**src/rtl/thr_pkg.sv**
```systemverilog
package thr_pkg;
    typedef enum logic {
        ST_PRIME = 1'b0,
        ST_TRACK = 1'b1
    } thr_state_e;
endpackage

```
**src/rtl/thr_correction.sv**
```systemverilog
module thr_correction #(
    parameter int TEMP_W = 10,
    parameter int COEF_W = 8,
    parameter int FRAC   = 4,
    localparam int D_W   = TEMP_W + 1,
    localparam int P_W   = COEF_W + D_W,
    localparam int S_W   = P_W + 1
) (
    input  logic [TEMP_W-1:0]        temp_cur,
    input  logic [TEMP_W-1:0]        temp_prev,
    input  logic [TEMP_W-1:0]        temp_tgt,
    input  logic signed [COEF_W-1:0] k_rate,
    input  logic signed [COEF_W-1:0] k_err,
    output logic signed [S_W-1:0]    corr
);
    logic signed [D_W-1:0] delta;
    logic signed [D_W-1:0] error;
    logic signed [P_W-1:0] prod_rate;
    logic signed [P_W-1:0] prod_err;
    logic signed [S_W-1:0] sum;

    always_comb begin
        delta     = $signed({1'b0, temp_cur}) - $signed({1'b0, temp_prev});
        error     = $signed({1'b0, temp_cur}) - $signed({1'b0, temp_tgt});
        prod_rate = P_W'(k_rate) * P_W'(delta);
        prod_err  = P_W'(k_err) * P_W'(error);
        sum       = S_W'(prod_rate) + S_W'(prod_err);
    end

    generate
        if (FRAC == 0) begin : g_integer
            assign corr = sum;
        end else begin : g_fixed
            localparam logic signed [S_W-1:0] BIAS = S_W'((1 << FRAC) - 1);
            logic signed [S_W-1:0] biased;
            // a negative sum is biased up first, so the shift rounds toward zero
            assign biased = sum[S_W-1] ? (sum + BIAS) : sum;
            assign corr   = biased >>> FRAC;
        end
    endgenerate
endmodule

```
**src/rtl/thr_clamp.sv**
```systemverilog
module thr_clamp #(
    parameter int S_W      = 20,
    parameter int PERF_MAX = 100,
    localparam int PERF_W  = $clog2(PERF_MAX + 1),
    localparam int X_W     = S_W + 2
) (
    input  logic [PERF_W-1:0]     perf_old,
    input  logic signed [S_W-1:0] corr,
    output logic [PERF_W-1:0]     perf_new
);
    localparam logic signed [X_W-1:0] MAX_S = X_W'(PERF_MAX);
    logic signed [X_W-1:0] diff;

    always_comb begin
        diff = $signed({{(X_W - PERF_W){1'b0}}, perf_old}) - X_W'(corr);
        if (diff < 0)
            perf_new = '0;
        else if (diff > MAX_S)
            perf_new = PERF_W'(PERF_MAX);
        else
            perf_new = diff[PERF_W-1:0];
    end
endmodule

```
**src/rtl/thermal_throttle_ctrl.sv**
```systemverilog
module thermal_throttle_ctrl
    import thr_pkg::*;
#(
    parameter int TEMP_W   = 10,
    parameter int COEF_W   = 8,
    parameter int FRAC     = 4,
    parameter int PERF_MAX = 100,
    localparam int PERF_W  = $clog2(PERF_MAX + 1),
    localparam int S_W     = COEF_W + TEMP_W + 2
) (
    input  logic                     clk,
    input  logic                     rst_n,
    input  logic                     sample_valid,
    input  logic [TEMP_W-1:0]        temp_in,
    input  logic [TEMP_W-1:0]        target_temp,
    input  logic signed [COEF_W-1:0] coef_rate,
    input  logic signed [COEF_W-1:0] coef_err,
    output logic [PERF_W-1:0]        perf_pct,
    output logic                     perf_valid
);
    thr_state_e            state, state_nx;
    logic [TEMP_W-1:0]     prev_temp;
    logic [TEMP_W-1:0]     prev_use;
    logic signed [S_W-1:0] corr;
    logic [PERF_W-1:0]     perf_nx;

    always_comb begin
        state_nx = state;
        prev_use = prev_temp;
        unique case (state)
            ST_PRIME: begin
                prev_use = temp_in;
                if (sample_valid) state_nx = ST_TRACK;
            end
            ST_TRACK: begin
                prev_use = prev_temp;
            end
        endcase
    end

    always_ff @(posedge clk) begin
        if (!rst_n) state <= ST_PRIME;
        else        state <= state_nx;
    end

    thr_correction #(
        .TEMP_W(TEMP_W), .COEF_W(COEF_W), .FRAC(FRAC)
    ) u_corr (
        .temp_cur (temp_in),
        .temp_prev(prev_use),
        .temp_tgt (target_temp),
        .k_rate   (coef_rate),
        .k_err    (coef_err),
        .corr     (corr)
    );

    thr_clamp #(
        .S_W(S_W), .PERF_MAX(PERF_MAX)
    ) u_clamp (
        .perf_old(perf_pct),
        .corr    (corr),
        .perf_new(perf_nx)
    );

    always_ff @(posedge clk) begin
        if (!rst_n) begin
            perf_pct   <= PERF_W'(PERF_MAX);
            prev_temp  <= '0;
            perf_valid <= 1'b0;
        end else begin
            perf_valid <= sample_valid;
            if (sample_valid) begin
                perf_pct  <= perf_nx;
                prev_temp <= temp_in;
            end
        end
    end
endmodule

```
**config.mk**
```make
export PLATFORM = sky130hd
export DESIGN_NAME = thermal_throttle_ctrl
export DESIGN_NICKNAME = d
export VERILOG_FILES = /design/src/rtl/thr_pkg.sv /design/src/rtl/thr_correction.sv /design/src/rtl/thr_clamp.sv /design/src/rtl/thermal_throttle_ctrl.sv
export SDC_FILE = /design/constraint.sdc
export NUM_CORES = 1
export LEC_CHECK = 0
export BUFFER_PORTS_ARGS = -buffer_cell sky130_fd_sc_hd__clkbuf_2
export CORE_UTILIZATION = 45
export CTS_BUF_LIST = sky130_fd_sc_hd__clkbuf_8 sky130_fd_sc_hd__clkbuf_16
export CTS_CLUSTER_DIAMETER = 60
export CTS_CLUSTER_SIZE = 28
export DETAILED_ROUTE_END_ITERATION = 10
export GPL_TIMING_DRIVEN = 0
export SYNTH_ARGS = -nofsm -noshare
export SYNTH_HDL_FRONTEND = slang
export SYNTH_HIERARCHICAL = 1
export SYNTH_SLANG_ARGS = --single-unit
```
**constraint.sdc**
```tcl
create_clock -name clk -period 13.3 [get_ports clk]
set_clock_uncertainty 0.2 [all_clocks]
set_input_delay 1.995 -clock clk [delete_from_list [all_inputs] [get_ports clk]]
set_output_delay 1.995 -clock clk [all_outputs]
set_load 0.05 [all_outputs]
```
==> results.ini <==
[status]
outcome = completed

[cts]
clock_sinks = 19
clk_pin_slew_ps = 60
cts_max_level = 1
cts_tree = yes
clk_path_buf_depth = 2
cts_buffers = 3
clk_latency_ps = 260
cts_root_buffer = clkbuf_16

[logic_synthesis]
seq_area_frac_synth = 0.03884
synth_cell_types = 83
netlist_top_cells_area = fa_1 38%, ha_1 11%, inv_1 10%
syn_nets = 1421
synth_enable_flop_cells = 0
netlist_area_mm2 = 0.009793
ys.flop_type = dfxtp_1
avgSynthCellArea_um2 = 8.839
yosysMostFrequentCell = inv_1
ys_seq_elements = 19
synth_commonest_cells = 260 x inv_1, 188 x fa_1, 87 x and2_1, 86 x ha_1, 80 x nand2_1
synth_top_area_frac = 0.3843
yosys.area.top_type = fa_1
synth_warnings = 6
ys_async_sr_fraction = 0
syn_inst = 1108

[floorplanning]
die_w_um = 149.5
fp.dieH_um = 149.5
initial_core_util = 0.4629
rows = 53
die_area_mm2 = 0.02236
coreArea_mm2 = 0.02115
num_io_pins = 47

[sta]
fin_crit_ps = 12790
tightest_slew_ps = 1122
setup_viol = 0
setup_tns_ps = 0
maxSlewHeadroom = 0.2492
hold_violations = 0
holdWs_ps = 318.5
period_share = 0.9619
drv_slew = 0
fmax_ghz = 0.07817

[critical_path]
crit_top_cell = fa_1
crit_fanout = 9
slowest_delay_ps = 650
cp.required_ps = 13240
cp_slowest_cell = or4b_2
cp-start-kind = input pin
worstSetupPathType = in2reg
arrival_ps = 12740
crit_path_end_kind = flop

[placement]
io_buffers = 45
dpl.cell_count = 1428
dpl.hpwl_um = 19180
gp_congestion = 0.8644

[routing]
drt-pass1-iter-count = 4
drc = 0
routedWlPerCell_um = 14.82
dr_total_vias = 7207
drt_iter0_drc = 300
vias_per_cell = 5.019
wl_um = 21280
drtAntennaViolNets = 0

[global_routing]
grt.total_usage = 0.2001
antenna_found_initial = 0
grt_pass1_wl_um = 35330
grt_pass1_vias = 7333
overflow = 0
grt_max_degree = 12

[flow_run]
maxCapViolations = 0

[final_layout]
fin_cells = 1436
fin_nets = 1474
drive_gt1_frac = 0.1000
syn2layout_area_growth_pct = 7.870

[hold_path]
hp-class = reg2reg

==> placed cells by master (no fill, tap or decap), types with 33 or more instances in the layout <==
cell type / count
inv_1: 260
a21oi_1: 33
nand2_1: 78
and2_1: 85
fa_1: 187
ha_1: 86
nor2_1: 40
nor2b_1: 33
clkbuf_2: 45
xnor2_1: 34
==> cell type report <==
cell class,count,area [um2]
plain buffers,27,146.4
flip-flops and latches,19,380.4
multi-input cells,800,8379
diodes,1,2.502
inverters,262,983.4
clock buffers,3,75.07
fillers,2098,10590
repair buffers,48,247.7
clock inverters,1,5.005
well taps,275,344.1
==> worst max-delay path, delay by kind of cell <==
family	cells	cell delay, ps
compound gates	11	2200
xor+xnor	2	360
fa+ha+maj	8	3780
buf+inv	5	390
mux	2	420
simple gates	11	3590
==> through the flow <==
step	area (um2)	setup slack, ps	utilization
2_1_floorplan	9793	992.7	-
5_1_grt	10560	-29.13	0.4993
4_1_cts	10460	40.73	0.4943
6_report	10560	506.6	0.4994
3_3_place_gp	10360	-379.1	0.4899
3_5_place_dp	10360	-372.4	0.4899
==> sequential cells by signal (all words and copies together), names as in the netlist <==
register / flops
perf_pct: 7
perf_valid: 1
prev_temp: 10
state: 1
==> layer usage <==
metal  GRT usage  routed length (um)
met5           0                   0
met4     0.01173                 129
met3     0.01494                 475
met2      0.3725               11260
met1      0.2627                9414
==> cells by family (layout without fill, tap and decap cells) <==
kind of cell / after synthesis / after routing / synth area share
xor+xnor: 61 / 61 / 0.05609
buf+inv: 289 / 341 / 0.1150
simple gates: 316 / 316 / 0.1787
fa+ha+maj: 274 / 274 / 0.4942
mux: 30 / 30 / 0.03207
other cells: 0 / 1 / 0
flops: 19 / 19 / 0.03884
compound gates: 119 / 119 / 0.08509
==> final timing paths <==
check | startpoint | to | slack [ps] | cells after the start
min | prev_temp[7]$_SDFFE_PN0P_ | prev_temp[7]$_SDFFE_PN0P_ | 320 | 2
max reg2reg | state$_SDFF_PN0_ | perf_pct[5]$_SDFFE_PN1P_ | 1730 | 39
max | temp_in[1] | perf_pct[5]$_SDFFE_PN1P_ | 510 | 39
min reg2reg | prev_temp[7]$_SDFFE_PN0P_ | prev_temp[7]$_SDFFE_PN0P_ | 320 | 2
==> timing repair <==
item / 4_1_cts / 5_1_grt
hold buffers: 0 / 0
setup buffers: 0 / 3
resized for setup: 4 / 22
endpoints found under the setup margin: 4 / 7
pin swaps: 0 / 3
Power is not shown: default switching activity piles up to over one toggle a cycle in this logic, so the estimate is an artifact.
